**src/rtl/rotvec_pkg.sv**
```systemverilog
package rotvec_pkg;

    localparam int DATA_W   = 24;
    localparam int WORD_W   = 32;
    localparam int PAD_W    = WORD_W - DATA_W;
    localparam int MAX_ITER = 24;
    localparam int IDX_W    = $clog2(MAX_ITER);

    typedef enum logic [1:0] {
        FN_RSVD_A   = 2'b00,
        FN_CIRCULAR = 2'b01,
        FN_RSVD_B   = 2'b10,
        FN_RSVD_C   = 2'b11
    } fn_sel_e;

    typedef logic signed [DATA_W-1:0] sample_t;

    typedef struct packed {
        sample_t x;
        sample_t y;
        sample_t z;
    } vec3_t;

    // Angle of step i, atan(2^-i), scaled so that 2^(DATA_W-1) is pi.
    function automatic sample_t atan_step(input logic [IDX_W-1:0] i);
        case (i)
            5'd0:    return 24'sd2097152;
            5'd1:    return 24'sd1238022;
            5'd2:    return 24'sd654137;
            5'd3:    return 24'sd332050;
            5'd4:    return 24'sd166669;
            5'd5:    return 24'sd83416;
            5'd6:    return 24'sd41718;
            5'd7:    return 24'sd20860;
            5'd8:    return 24'sd10430;
            5'd9:    return 24'sd5215;
            5'd10:   return 24'sd2608;
            5'd11:   return 24'sd1304;
            5'd12:   return 24'sd652;
            5'd13:   return 24'sd326;
            5'd14:   return 24'sd163;
            5'd15:   return 24'sd81;
            5'd16:   return 24'sd41;
            5'd17:   return 24'sd20;
            5'd18:   return 24'sd10;
            5'd19:   return 24'sd5;
            5'd20:   return 24'sd3;
            5'd21:   return 24'sd1;
            5'd22:   return 24'sd1;
            default: return 24'sd0;
        endcase
    endfunction

    function automatic sample_t word_to_sample(input logic [WORD_W-1:0] w);
        return sample_t'(w[WORD_W-1 -: DATA_W]);
    endfunction

    function automatic logic [WORD_W-1:0] sample_to_word(input sample_t s);
        return {s, {PAD_W{1'b0}}};
    endfunction

endpackage

```
**src/rtl/rotvec_microrot.sv**
```systemverilog
module rotvec_microrot
    import rotvec_pkg::*;
(
    input  vec3_t              cur,
    input  logic [IDX_W-1:0]   idx,
    input  logic               rotate,
    output vec3_t              nxt
);

    sample_t x_sh;
    sample_t y_sh;
    sample_t ang;
    logic    ccw;

    always_comb begin
        x_sh = $signed(cur.x) >>> idx;
        y_sh = $signed(cur.y) >>> idx;
        ang  = atan_step(idx);
        // Rotation steers Z to zero, vectoring steers Y to zero.
        ccw  = rotate ? ~cur.z[DATA_W-1] : cur.y[DATA_W-1];
        if (ccw) begin
            nxt.x = cur.x - y_sh;
            nxt.y = cur.y + x_sh;
            nxt.z = cur.z - ang;
        end else begin
            nxt.x = cur.x + y_sh;
            nxt.y = cur.y - x_sh;
            nxt.z = cur.z + ang;
        end
    end

endmodule

```
**src/rtl/rotvec_launch.sv**
```systemverilog
module rotvec_launch
    import rotvec_pkg::*;
(
    input  logic              clk,
    input  logic              rst,
    input  logic              wr_x,
    input  logic              wr_y,
    input  logic              wr_z,
    input  logic [WORD_W-1:0] wr_data,
    input  logic              start,
    input  logic [1:0]        cfg_mode,
    input  logic              cfg_autostart,
    input  logic              busy,
    output logic              go,
    output vec3_t             launch
);

    vec3_t   op_q;
    sample_t wr_val;

    assign wr_val = word_to_sample(wr_data);

    always_ff @(posedge clk) begin
        if (rst) begin
            op_q <= '0;
        end else if (!busy) begin
            if (wr_x) op_q.x <= wr_val;
            if (wr_y) op_q.y <= wr_val;
            if (wr_z) op_q.z <= wr_val;
        end
    end

    always_comb begin
        launch = op_q;
        if (wr_x) launch.x = wr_val;
        if (wr_y) launch.y = wr_val;
        if (wr_z) launch.z = wr_val;
        go = !busy && (fn_sel_e'(cfg_mode) == FN_CIRCULAR)
                   && (cfg_autostart ? wr_x : start);
    end

endmodule

```
**src/rtl/rotvec_cordic.sv**
```systemverilog
module rotvec_cordic
    import rotvec_pkg::*;
#(
    parameter int ITER = 24
) (
    input  logic        clk,
    input  logic        rst,
    input  logic        wr_x,
    input  logic        wr_y,
    input  logic        wr_z,
    input  logic [31:0] wr_data,
    input  logic        start,
    input  logic [1:0]  cfg_mode,
    input  logic        cfg_rotate,
    input  logic        cfg_autostart,
    output logic [31:0] res_x,
    output logic [31:0] res_y,
    output logic [31:0] res_z,
    output logic        busy,
    output logic        done
);

    localparam logic [IDX_W-1:0] LAST_STEP = IDX_W'(ITER - 1);

    logic             go;
    vec3_t            launch;
    vec3_t            work_q;
    vec3_t            work_nxt;
    vec3_t            res_q;
    logic [IDX_W-1:0] step_q;
    logic             rot_q;
    logic             busy_q;
    logic             done_q;

    rotvec_launch u_launch (
        .clk           (clk),
        .rst           (rst),
        .wr_x          (wr_x),
        .wr_y          (wr_y),
        .wr_z          (wr_z),
        .wr_data       (wr_data),
        .start         (start),
        .cfg_mode      (cfg_mode),
        .cfg_autostart (cfg_autostart),
        .busy          (busy_q),
        .go            (go),
        .launch        (launch)
    );

    rotvec_microrot u_step (
        .cur    (work_q),
        .idx    (step_q),
        .rotate (rot_q),
        .nxt    (work_nxt)
    );

    always_ff @(posedge clk) begin
        if (rst) begin
            work_q <= '0;
            res_q  <= '0;
            step_q <= '0;
            rot_q  <= 1'b0;
            busy_q <= 1'b0;
            done_q <= 1'b0;
        end else if (go) begin
            work_q <= launch;
            rot_q  <= cfg_rotate;
            step_q <= '0;
            busy_q <= 1'b1;
            done_q <= 1'b0;
        end else if (busy_q) begin
            work_q <= work_nxt;
            step_q <= step_q + 1'b1;
            if (step_q == LAST_STEP) begin
                busy_q <= 1'b0;
                done_q <= 1'b1;
                res_q  <= work_nxt;
            end
        end
    end

    assign res_x = sample_to_word(res_q.x);
    assign res_y = sample_to_word(res_q.y);
    assign res_z = sample_to_word(res_q.z);
    assign busy  = busy_q;
    assign done  = done_q;

endmodule

```
**config.mk**
```make
export PLATFORM = sky130hd
export DESIGN_NAME = rotvec_cordic
export DESIGN_NICKNAME = d
export VERILOG_FILES = /design/src/rtl/rotvec_pkg.sv /design/src/rtl/rotvec_microrot.sv /design/src/rtl/rotvec_launch.sv /design/src/rtl/rotvec_cordic.sv
export SDC_FILE = /design/constraint.sdc
export NUM_CORES = 1
export LEC_CHECK = 0
export BUFFER_PORTS_ARGS = -buffer_cell sky130_fd_sc_hd__buf_2
export CORE_UTILIZATION = 40
export CTS_CLUSTER_DIAMETER = 40
export CTS_CLUSTER_SIZE = 20
export DETAILED_ROUTE_END_ITERATION = 10
export SYNTH_ARGS = -nofsm -noshare
export SYNTH_HDL_FRONTEND = slang
export SYNTH_SLANG_ARGS = --single-unit
```
**constraint.sdc**
```tcl
create_clock -name clk -period 10.1 [get_ports clk]
set_input_delay 1.515 -clock clk [delete_from_list [all_inputs] [get_ports clk]]
set_output_delay 1.515 -clock clk [all_outputs]
set_load 0.05 [all_outputs]
```
* After elaboration in Yosys (flattened, before gate mapping)
Memory sizes are Yosys's and may differ from the RTL's. A register that Yosys moved wholly into a read port is not among the register bits.
Cells that the tools add are included.
** Cells by class
- Add/subtract/negate cells :: 7
- Reduce and logical (&&, ||, !) cells :: 7
- Bitwise gates (word level) :: 2
- Shift-type cells :: 2
- Equal/unequal tests :: 2
- Multiplexer cells :: 13
** Operators by type and width (count)
- 72-bit 2-to-1 mux :: 3
- 24-bit adder :: 3
- 24-bit 2-to-1 mux :: 3
- 24-bit subtractor :: 3
- 24-bit by 5-bit >>> shifter with 24-bit output :: 2
- 5-bit 2-to-1 mux :: 2
- 5-bit by 1-bit adder with 5-bit output (second input constant) :: 1
- 5-bit equality test (second input constant) :: 1
- 1-bit 2-to-1 mux :: 5
- 3-bit AND reduction :: 1
- 2-bit by 1-bit equality test with 1-bit output (second input constant) :: 1
- 1-bit logical AND :: 2
- 1-bit inverter :: 2
- 2-bit AND reduction :: 1
- 2-bit nonzero test :: 1
- 2-bit OR reduction :: 1
- 1-bit logical NOT :: 1
** Storage, ports and cells
- Memories :: 1
- Bits in read-only memories :: 704
- Output and inout port bits :: 98
- Word-level logic and storage cells :: 47
- Bits of input ports :: 42
- Flip-flop bits (word level) :: 224
** Memory list
- (no name shown) :: words 32, bits a word 22, read ports 1, clocked after Yosys merged registers in 1, write ports 0, RTL line rotvec_pkg.sv:26 : case (i)

* Longest topological paths before layout
Gate-level depths: netlist of run 1.
- Depth in word-level cells :: 5
- Gate-level depth with buffers :: 24
- Gate-level depth less buffers :: 21

* Cells and area by module
From an unflattened synthesis of run 1, not the netlist that was laid out.
** Unflattened totals
- Cells, all modules :: 2104
- Area, all modules :: 19223.4 µm²
** Modules (own cells, without submodules)
- rotvec_microrot :: instances 1, area each 8127.8 µm², seq. area each 0.0 µm², cells an instance 1072
- rotvec_cordic :: instances 1, area each 7259.5 µm², seq. area each 3042.9 µm², cells an instance 685
- rotvec_launch :: instances 1, area each 3836.2 µm², seq. area each 1441.4 µm², cells an instance 347

* Worst setup path after synthesis of run 1
Ideal clock, no wire load.
- Path type :: register to register
- From :: register step_q[1]
- To :: register work_q[46] (netlist name)
- Library setup time :: 0.122 ns
- Buffers on the path :: 3
- Cell stages (with the launch flop) :: 24
- Data arrival time :: 5.125 ns
- Clock period less this slack :: 5.246 ns
- Required time :: 9.978 ns
- Path slack :: 4.854 ns
- Cell sequence :: dfxtp_1 -> buf_6 -> buf_4 -> buf_4 -> mux4_2 -> a22o_1 -> a211oi_2 -> ha_1 -> o211ai_1 -> nor4_1 -> nor2b_1 -> a31oi_1 -> xor2_1 -> ha_1 -> nand2_1 -> nor2_1 -> nand2_1 -> o31ai_1 -> or2_2 -> o41ai_1 -> o21ai_0 -> a31oi_1 -> nor4_1 -> a221o_1
** Between the ends
- Cells in the longest elaborated chain, start to end :: 5
- Elaborated cells between the ends (all ways) :: 6
- Classes of those cells :: add/sub (2); shift (1); mux (3)
** Ends and longest elaborated chain
- start: declaration :: RTL line rotvec_cordic.sv:30 : logic [IDX_W-1:0] step_q;
- start signal: assignment :: RTL line rotvec_cordic.sv:73 : step_q <= step_q + 1'b1;
- 24-bit by 5-bit >>> shifter with 24-bit output * :: RTL line rotvec_microrot.sv:16 : x_sh = $signed(cur.x) >>> idx;
- 24-bit subtractor or 24-bit adder (tied branches) :: RTL line rotvec_microrot.sv:27, rotvec_microrot.sv:23
- 72-bit 2-to-1 mux * :: RTL line rotvec_microrot.sv:21 : if (ccw) begin
- 72-bit 2-to-1 mux * :: RTL line rotvec_cordic.sv:71 : end else if (busy_q) begin
- 72-bit 2-to-1 mux * :: RTL line rotvec_cordic.sv:65 : end else if (go) begin
- end signal: assignment :: RTL line rotvec_cordic.sv:66 : work_q <= launch;
- end signal: assignment :: RTL line rotvec_cordic.sv:72 : work_q <= work_nxt;
- end: declaration :: RTL line rotvec_cordic.sv:27 : vec3_t work_q;
Mark *: on every way between the ends. The rest lies on a longest branch, timed or not. The select of a mux whose other input is x is not followed.
A chain may end at the register's enable or synchronous reset.

* Worst setup path after layout of run 1
Ends and elaborated chain as after synthesis.

==> results of run 1 <==
==> state kept, by name, indices dropped and copies added (netlist names) <==
signal	flops
done	1
rot_q	1
work_q	72
busy	1
res_x	24
res_y	24
res_z	24
step_q	5
u_step.ang	22
u_launch.op_q	72
==> synthesized netlist by cell type, types with 32 or more instances <==
cell	instances
a21o_1	40
a21oi_1	264
a221oi_1	49
a31oi_1	32
clkbuf_1	107
dfxtp_1	246
ha_1	87
mux2i_1	116
mux4_2	41
nand2_1	337
nor2_1	281
o21ai_0	53
xnor2_1	74
xor2_1	55
==> cells in the final DEF, fill, tap and decap left out, types with 15 or more instances in the layout <==
cell type	n
nor2b_1	25
a211oi_1	19
inv_1	26
xnor2_1	74
and3_1	15
nand2b_1	19
a221oi_1	49
ha_1	87
a31oi_1	32
nand2_1	337
nor3_1	31
nand3_1	23
dfxtp_1	242
mux4_2	41
o22ai_1	22
mux2_2	25
xor2_1	55
o211ai_1	17
o21ai_0	53
o21a_1	21
nor2_1	279
a21o_1	40
clkbuf_16	41
mux2i_1	115
buf_2	106
a21oi_1	264
conb_1	24
buf_4	20
==> how the worst min path moves through the flow <==
stage | start | end
floorplan | u_launch.op_q[26]$_SDFFE_PP0N_ | u_launch.op_q[26]$_SDFFE_PP0N_
finish | res_y[15]$_SDFFE_PP0P_ | res_y[15]$_SDFFE_PP0P_
global placement | u_launch.op_q[2]$_SDFFE_PP0N_ | u_launch.op_q[2]$_SDFFE_PP0N_
global route | res_y[15]$_SDFFE_PP0P_ | res_y[15]$_SDFFE_PP0P_
detailed placement | u_launch.op_q[68]$_SDFFE_PP0N_ | u_launch.op_q[68]$_SDFFE_PP0N_
CTS | res_y[15]$_SDFFE_PP0P_ | res_y[15]$_SDFFE_PP0P_
==> metal layers <==
metal  vias up  share of wire (%)  routed length (um)
met3       124                5.2                3400
met1      8427                 43               28000
met4         0                4.3                2810
met5         -                  0                   0
met2       606                 48               31300
li1       8199                  -                   -
==> cell type report <==
cell class | count | area, um2
Fill cell | 4425 | 24000
Multi-Input combinational cell | 1854 | 12300
Sequential cell | 246 | 4930
Clock buffer | 45 | 1070
Tap cell | 592 | 741
Timing Repair Buffer | 127 | 692
Clock inverter | 27 | 382
Inverter | 29 | 109
==> worst register-to-register path: stages (launching register included) <==
cell and delay (ps):
dfxtp_4 670, buf_4 630, mux2_2 460, a22oi_1 190
o21ai_1 200, a211oi_1 600, ha_1 300, o211ai_1 110
nor4_1 450, nor2b_1 390, a31oi_1 160, xor2_1 240
ha_1 330, nand2_1 140, nor2_1 80, nand2_1 90
o31ai_1 80, or2_2 320, o41ai_1 540, o21ai_0 250
a31oi_1 390, nor4_1 90, a221o_1 290
==> cells by family after synthesis <==
kind of cell / Yosys count
buf+inv: 194
simple gates: 817
xor+xnor: 129
fa+ha+maj: 90
compound gates: 604
flops: 246
other cells: 1
mux: 190
==> report_power, final <==
part	switching [mW]	internal, mW
Combinational	1.37	0.862
Sequential	0.106	1.03
Clock	0.527	0.955
==> metrics by stage <==
step / setup WS [ps] / hold slack, ps / utilization [%]
after detailed placement: 3200 / 444 / 42.4
after floorplan: 4850 / 434 / -
after global routing: 2370 / 465 / 45.7
final: 2970 / 450 / 45.7
after CTS: 3130 / 451 / 45.7
after global placement: 3330 / 440 / 42.4
==> metrics.txt, run 1 <==
Congestion Overflow GR=0; Setup Buffers After CTS=0; Distinct cells, synth=between 80 and 90; Critical-path top delay cell=dfxtp_4; max cap viols=0; setup TNS=0 ps; Startpoint Class=flop; R2R setup slack=approximately 3000 ps; final WL=around 65000 um; Power, Total=just under 5 mW; CP max FO=44; R2R Path Start=step_q[1]$_SDFFE_PP0P_; DRC viols=0; GR met2 Demand/Resource=about half; initial antenna violation count=0; CTS sink cnt=between 200 and 250; number of global-route vias before repair=around 16000; delay-heaviest family, CP=compound AO/OA/AOI/OAI gates; mux cell area share after synthesis=between 10 and 15%; crit path cell chain=buf_4 -> mux2_2 -> a22oi_1 -> o21ai_1 -> a211oi_1 -> ha_1 -> o211ai_1 -> nor4_1 -> nor2b_1 -> a31oi_1 -> xor2_1 -> ha_1 -> nand2_1 -> nor2_1 -> nand2_1 -> o31ai_1 -> or2_2 -> o41ai_1 -> o21ai_0 -> a31oi_1 -> nor4_1 -> a221o_1; Final #Nets=2430; status=finished, final reports clean; Worst Reg-to-Reg Cells=22; initial DRC count=1536; post-CTS sizing=0; worst slew pin tran=1070 ps; DR pass1 iterations=6; area share of the largest cell type after synthesis=a little over a quarter; port bufs=about 110; Worst Path Required=10500 ps; Yosys Warn Count=0; Clock transition at path regs=50 ps; Critical Path Sink=work_q[46]$_SDFFE_PP0P_; routed vias/inst=5.94; area delta synth->final=12.4%; Worst-Skew Late Latency=around 550 ps; I/O pins=140; EDFF count, synth=0; final instance area=between 20000 and 25000 um2; top cells by area, synth=dfxtp_1 (27%), a21oi_1 (7.4%), nand2_1 (7.0%); Synth area leader=dfxtp_1; final std cells w/o fill=~3000; met3 Use GR=3.05%; largest net degree at the start of global routing=around 100; post-synthesis cell area=18000 um2; crit path kind=reg -> reg; # hold bufs at CTS=0; dpl cell area=around 19000 um2; register area share after synthesis=around 27%; main combinational cell family by area after synthesis=compound AO/OA/AOI/OAI gates; antenna fix cells=0; total CTS buffers=40; critical path capture point type=flop; fmax=~0.14 GHz; Final setup viols=0; Compound-Gate Fraction of Synth Area=approximately a fifth; Leak=8.40 nW; Slew Viols, Final=0; simple-gate share of the synthesized area=20.0%; hold depth=2; Avg Cell Area, Syn=~8 um2; reg2reg end=work_q[46]$_SDFFE_PP0P_; clk buf depth=3; CTS tree=built; Post-Synth Adder-Cell Area=between 6 and 7%; FF+latch count, synth=between 200 and 250; Async SR Flop Fraction=0%; die height=214 um; Critical Path Source=step_q[1]$_SDFFE_PP0P_; Crit path largest cell delay=670 ps; post-synthesis cell count=roughly 2300; Worst Path Buf+Inv=1; busiest layer in global routing=met2; GR met1 Demand/Resource=around 37%; global-route usage over all layers=~29%; Initial Util=approximately 41%; xor-xnor portion of the synthesized cell area=~6.3%; Die Wd=roughly 210 um; via count=approximately 17000; Slew HR=~29%; Period minus WS final=just over 7000 ps; HP Class=reg -> reg; critical path depth=22; Final period util=a little over two thirds; WL/cell=between 20 and 25 um; first-pass GRT wire length=~99000 um; RePlAce Congestion=a little under 1; Die ar.=approximately 46000 um2; pwr dens=~240 nW/um2; Data arrival, critical path=7530 ps; CTS H-tree depth=2; Max VDD drop=approximately 0.00016 V; core area=about 44000 um2; Post-synth top flop=dfxtp_1; Cells after DPL=between 2000 and 3000; # rows=77; RSZ-0062 raised after global routing=false; root buf cell=clkbuf_16; Layout Skew=39.4 ps; Detail Route Antenna Nets=0; Fin. Hold Viols=0; share of cells above drive strength 1=12.5%; HPWL Detailed=47400 um
Note: power is estimated with default switching activity, not from simulation.
==> run 2: changes to the inputs <==
Clock period 10.1 ns to 5.75 ns, I/O delays scaled along.
==> run 2 against run 1 <==
Against the previous run:
- utilization up 3.2 points
- first-iteration DRC count up 6.9%
- cell count grew 5.9%
- wire length increased by 4.7%
- flip-flop and latch count stayed put
- power is 87% higher
- combinational power up 110%
- count of clock-buffer cells in the layout is 2 higher
- worst hold slack barely moved
- sequential share of layout area is 1.6 points lower
- final area increased by 7.1%
==> metrics.txt, run 2 (synthesis results as in run 1) <==
status=finished, final reports clean (unchanged); most frequent cells in the layout=nand2_1 (337), nor2_1 (279), a21oi_1 (262) (was nand2_1 (337), nor2_1 (279), a21oi_1 (264)); Slew HR=26.9% (was 28.7%); pwr dens=419 nW/um2 (was 240 nW/um2); DRC viols=0 (unchanged); Final setup viols=0 (unchanged); commonest non-fill, non-tap cell in the layout=nand2_1 (unchanged); Fin. Hold Viols=0 (unchanged); total CTS buffers=39 (was 40); register area=4940 um2 (was 4930 um2); port bufs=107 (unchanged); setup TNS=0 ps (unchanged); CTS H-tree depth=2 (unchanged); Leak=9.27 nW (was 8.40 nW); WHS=450 ps (about the same); Congestion Overflow GR=0 (unchanged); WL/cell=22.2 um (was 22.4 um); Worst-Skew Late Latency=550 ps (about the same); first-pass GRT wire length=103000 um (was 99100 um); R2R Path Start=step_q[0]$_SDFFE_PP0P_ (was step_q[1]$_SDFFE_PP0P_); clk buf depth=3 (unchanged); Slew Viols, Final=0 (unchanged); antenna fix cells=0 (unchanged); Power, Total=9.06 mW (was 4.85 mW); Period minus WS final=5490 ps (was 7130 ps); root buf cell=clkbuf_16 (unchanged); Initial Util=40.6% (unchanged); core area=44200 um2 (unchanged); largest registers=u_launch.op_q: 72 flops, work_q: 72 flops (unchanged); R2R setup slack=260 ps (was 2970 ps); CTS tree=built (unchanged); DR pass1 iterations=6 (unchanged); RePlAce Congestion=0.948 (was 0.965); Max VDD drop=0.000287 V (was 0.000155 V); fmax=0.182 GHz (was 0.140 GHz); initial antenna violation count=0 (unchanged); Die ar.=45700 um2 (unchanged); critical path capture point type=flop (unchanged); RSZ-0062 raised after global routing=false (unchanged); Clock transition at path regs=50 ps (about the same); reg2reg end=res_y[30]$_SDFFE_PP0P_ (was work_q[46]$_SDFFE_PP0P_); Filler Cells Inserted=4283 (was 4425); HPWL Detailed=51500 um (was 47400 um); Final period util=95.5% (was 70.6%); Data arrival, critical path=5950 ps (was 7530 ps); die height=214 um (unchanged); Critical Path Sink=res_y[30]$_SDFFE_PP0P_ (was work_q[46]$_SDFFE_PP0P_); share of cells above drive strength 1=19.1% (was 12.5%); CTS sink cnt=246 (unchanged); Layout Skew=31.6 ps (was 39.4 ps); final WL=68500 um (was 65400 um); CP max FO=13 (was 44); Worst Path Required=6210 ps (was 10500 ps); routed vias/inst=5.80 (was 5.94); Die Wd=214 um (unchanged); HP Class=reg -> reg (unchanged); Critical Path Source=step_q[0]$_SDFFE_PP0P_ (was step_q[1]$_SDFFE_PP0P_); number of global-route vias before repair=17200 (was 16400); via count=17900 (was 17400); Detail Route Antenna Nets=0 (unchanged); # rows=77 (unchanged); I/O pins=140 (unchanged); Startpoint Class=flop (unchanged); area delta synth->final=20.4% (was 12.4%); initial DRC count=1642 (was 1536); Final #Nets=2602 (was 2430); Multi-input gate area=12400 um2 (was 12300 um2); global-route usage over all layers=29.7% (was 28.6%); Worst Reg-to-Reg Cells=22 (unchanged); # hold bufs at CTS=0 (unchanged); worst slew pin tran=1090 ps (was 1070 ps); crit path kind=reg -> reg (unchanged); largest net degree at the start of global routing=96 (was 103); max cap viols=0 (unchanged)
-- run 2: worst min-delay path by stage --
stage / slack, ps / cells past startpoint / start / endpoint
CTS: 450 / 2 / res_y[22]$_SDFFE_PP0P_ / res_y[22]$_SDFFE_PP0P_
detailed placement: 440 / 2 / res_y[22]$_SDFFE_PP0P_ / res_y[22]$_SDFFE_PP0P_
global placement: 440 / 2 / u_launch.op_q[50]$_SDFFE_PP0N_ / u_launch.op_q[50]$_SDFFE_PP0N_
global route: 470 / 2 / res_y[28]$_SDFFE_PP0P_ / res_y[28]$_SDFFE_PP0P_
floorplan: 430 / 2 / u_launch.op_q[26]$_SDFFE_PP0N_ / u_launch.op_q[26]$_SDFFE_PP0N_
finish: 450 / 2 / res_x[18]$_SDFFE_PP0P_ / res_x[18]$_SDFFE_PP0P_
-- run 2: timing repair --
| action | 4_1_cts | 5_1_grt |
|---|---|---|
| setup buffers | 0 | 4 |
| endpoints found under the setup margin | 3 | 23 |
| pin swaps | 0 | 2 |
| resized for setup | 1 | 20 |
-- run 2: layout make-up --
cell class	count	area share, %
Clock buffer	47	5.08
Clock inverter	24	1.38
Inverter	29	0.503
Multi-Input combinational cell	1854	57.1
Sequential cell	246	22.8
Tap cell	592	3.43
Timing Repair Buffer	300	9.62
-- run 2: report_power, final --
group	switching (mW)	leakage, nW	internal [mW]	total (mW)
clock network	0.954	0.680	1.54	2.49
logic	2.60	6.59	1.98	4.59
registers	0.169	2.00	1.81	1.98
total	3.72	9.27	5.34	9.06
-- run 2: worst max-delay path, stage by stage, from the launching register on --
cell and delay [ps]:
dfxtp_4 490, buf_6 220, mux4_2 510, mux2i_1 220, o22ai_1 200, or3_1 420, nor4_1 270, buf_4 180
nor2b_1 160, a31oi_1 130, xor2_1 200, ha_1 310, nand2_1 70, nor2_1 140, nand2_1 110, nor4_1 260
or2_2 200, o41ai_1 90, buf_4 150, o21ai_0 340, a31oi_2 170, or4_1 480, nand3_1 90
-- run 2: through the flow --
step                      util, %  setup slack (ps)  cell area, um2  cells
after floorplan                 -               504           18000   2294
after global placement       45.4              33.6           20100   3017
after detailed placement     45.4              2.72           20100   3017
after CTS                    48.5              7.60           21500   3088
after global routing         48.9              4.16           21600   3092
final                        48.9               257           21600   3092
-- run 2: layer usage --
metal	up-vias	GRT usage [%]	part of all wire [%]
met5	-	0	0
met3	119	3.28	5.2
li1	8535	-	-
met4	0	11.7	3.9
met1	8690	37.9	43
met2	605	51.1	48
==> run 3: changes to the inputs <==
Settings changed: CELL_PAD_IN_SITES_DETAIL_PLACEMENT from default to 0, CELL_PAD_IN_SITES_GLOBAL_PLACEMENT from default to 2, CORE_UTILIZATION 40 to 33, PLACE_DENSITY_LB_ADDON from default to 0.1.
==> run 3 against run 2 <==
Against the previous run:
- sequential share of layout area down 0.65 points
- highest routed layer unchanged
- combinational power hardly changed
- critical path depth up 1
- cell count is 4.7% higher
==> metrics.txt, run 3 (synthesis results as in run 1) <==
status=finished, final reports clean (unchanged); Die Wd=235 um (was 214 um); Fin. Hold Viols=0 (unchanged); I/O pins=140 (unchanged); dpl cell area=20300 um2 (was 20100 um2); crit path setup slack, layout=279 ps (was 257 ps); routed vias/inst=5.54 (was 5.80); # rows=85 (was 77); hold depth=2 (unchanged); met3 WL=3250 um (was 3590 um); CTS tree=built (unchanged); Filler Cells Inserted=5532 (was 4283); fmax=0.183 GHz (was 0.182 GHz); initial DRC count=1487 (was 1642); CTS sink cnt=246 (unchanged); Power, Total=9.62 mW (was 9.06 mW); final WL=75800 um (was 68500 um); CP max FO=10 (was 13); core area=53800 um2 (was 44200 um2); DR pass1 iterations=5 (was 6); Final setup viols=0 (unchanged); HPWL Detailed=56700 um (was 51500 um); root buf cell=clkbuf_16 (unchanged); Detail Route Antenna Nets=0 (unchanged); via count=17900 (about the same); crit path cell chain=clkbuf_8 -> buf_4 -> nor2_1 -> a221o_1 -> a222oi_1 -> buf_4 -> and4bb_1 -> nand4_2 -> nor2_1 -> nand2_1 -> mux2i_1 -> a21o_1 -> ha_1 -> nand4_1 -> nor4b_2 -> buf_4 -> nor3_1 -> nor2_1 -> a221oi_2 -> o31ai_2 -> a21oi_1 -> xnor2_2 -> a211oi_2 (was buf_6 -> mux4_2 -> mux2i_1 -> o22ai_1 -> or3_1 -> nor4_1 -> buf_4 -> nor2b_1 -> a31oi_1 -> xor2_1 -> ha_1 -> nand2_1 -> nor2_1 -> nand2_1 -> nor4_1 -> or2_2 -> o41ai_1 -> buf_4 -> o21ai_0 -> a31oi_2 -> or4_1 -> nand3_1); Worst Path Required=6180 ps (was 6210 ps); register area=4940 um2 (unchanged); final instance area=22300 um2 (was 21600 um2); Slew Viols, Final=0 (unchanged); Period minus WS final=5470 ps (was 5490 ps); critical path capture point type=flop (unchanged); Final #Nets=2632 (was 2602); CTS H-tree depth=2 (unchanged); WL/cell=23.4 um (was 22.2 um); Layout Skew=18.3 ps (was 31.6 ps); Max VDD drop=0.000277 V (was 0.000287 V); Initial Util=33.4% (was 40.6%); Hold Startpoint=res_y[15]$_SDFFE_PP0P_ (was res_x[18]$_SDFFE_PP0P_); Crit path largest cell delay=480 ps (was 510 ps); number of global-route vias before repair=17200 (about the same); antenna fix cells=0 (unchanged); most frequent cells in the layout=nand2_1 (337), nor2_1 (278), a21oi_1 (263) (was nand2_1 (337), nor2_1 (279), a21oi_1 (262)); total CTS buffers=51 (was 39); pwr dens=432 nW/um2 (was 419 nW/um2); top layer used by detailed routing=met4 (unchanged); die height=235 um (was 214 um); crit path kind=reg -> reg (unchanged); largest registers=u_launch.op_q: 72 flops, work_q: 72 flops (unchanged); Worst-Skew Late Latency=590 ps (was 550 ps); RePlAce Congestion=0.919 (was 0.948); first-pass GRT wire length=112000 um (was 103000 um); port bufs=107 (unchanged); Core Util, Final=41.4% (was 48.9%); largest net degree at the start of global routing=105 (was 96); R2R setup slack=280 ps (was 260 ps); reg2reg end=res_y[31]$_SDFFE_PP0P_ (was res_y[30]$_SDFFE_PP0P_); final std cells w/o fill=3237 (was 3092); Data arrival, critical path=5900 ps (was 5950 ps); initial antenna violation count=0 (unchanged); clk buf depth=3 (unchanged); Cells after DPL=3137 (was 3017); Place WS=-206 ps (was 2.72 ps); routed length on met1=33500 um (was 29300 um); max cap viols=0 (unchanged); # hold bufs at CTS=0 (unchanged); Worst Reg-to-Reg Cells=23 (was 22); Leak=9.54 nW (was 9.27 nW); Multi-input gate area=12400 um2 (about the same); share of cells above drive strength 1=20.5% (was 19.1%); hold path endpoint=res_y[15]$_SDFFE_PP0P_ (was res_x[18]$_SDFFE_PP0P_); Clock transition at path regs=50 ps (about the same); Startpoint Class=flop (unchanged); Critical-path top delay cell=dfxtp_4 (was mux4_2); commonest non-fill, non-tap cell in the layout=nand2_1 (unchanged); Slew HR=23.9% (was 26.9%); met2 routed WL=37100 um (was 32900 um); Final period util=95.1% (was 95.5%); global-route usage over all layers=26.8% (was 29.7%); HP Class=reg -> reg (unchanged); DRC viols=0 (unchanged); worst slew pin tran=1140 ps (was 1090 ps); area delta synth->final=23.9% (was 20.4%); Congestion Overflow GR=0 (unchanged); R2R Path Start=step_q[2]$_SDFFE_PP0P_ (was step_q[0]$_SDFFE_PP0P_); Die ar.=55400 um2 (was 45700 um2)
[run 3: cell count changes in the layout (fill, tap and decap cells not counted), sizes merged]
| cell | previous run | this run |
|---|---|---|
| clkinvlp | 2 | 7 |
| inv | 37 | 35 |
| buf | 300 | 316 |
| bufinv | 3 | 4 |
| clkinv | 11 | 16 |
| clkbuf | 47 | 63 |
[run 3: metal layers]
metal,vias up,track usage [%]
li1,8621,-
met1,8764,34.8
met2,455,46.5
met3,96,3.20
met4,0,7.84
met5,-,0
[run 3: worst max path at each step]
stage / end / start / slack (ps) / cells after the start
6_report: res_y[31]$_SDFFE_PP0P_ / step_q[2]$_SDFFE_PP0P_ / 280 / 23
3_3_place_gp: res_y[31]$_SDFFE_PP0P_ / step_q[1]$_SDFFE_PP0P_ / -250 / 22
5_1_grt: res_y[30]$_SDFFE_PP0P_ / step_q[2]$_SDFFE_PP0P_ / -5 / 24
3_5_place_dp: res_y[31]$_SDFFE_PP0P_ / step_q[1]$_SDFFE_PP0P_ / -210 / 23
4_1_cts: res_y[31]$_SDFFE_PP0P_ / step_q[1]$_SDFFE_PP0P_ / 40 / 23
2_1_floorplan: work_q[46]$_SDFFE_PP0P_ / step_q[1]$_SDFFE_PP0P_ / 500 / 23
[run 3: stage by stage]
step	setup TNS, ps	hold WS, ps
finish	0	450
global route	-5.78	467
CTS	0	450
detailed placement	-384	444
global placement	-511	441
floorplan	0	434
[run 3: power by group]
part	switching (mW)	internal, mW
clock	1.09	1.93
combinational	2.64	1.98
sequential	0.169	1.82
total	3.89	5.72
[run 3: critical path, delay by kind of cell (launching register included)]
family / cells / cell delay [ps]
AND/OR/NAND/NOR: 9 / 1590
multiplexers: 1 / 140
AO/OA/AOI/OAI: 7 / 1620
adder cells (fa/ha/maj): 1 / 350
buffers and inverters: 4 / 810
XOR/XNOR: 1 / 290
flip-flops: 1 / 480
[run 3: final cells by class]
cell class	count	share of cell area [%]
multi-input cells	1854	55.5
clock inverters	33	1.65
repair buffers	318	9.96
clock buffers	61	6.27
inverters	29	0.489
flip-flops and latches	246	22.2
well taps	696	3.91
[run 3: timing repair]
action	CTS	global route
resized for setup	4	17
buffers inserted	1	5
endpoints found under the setup margin	5	22
pin swaps	0	1
cloned	0	0
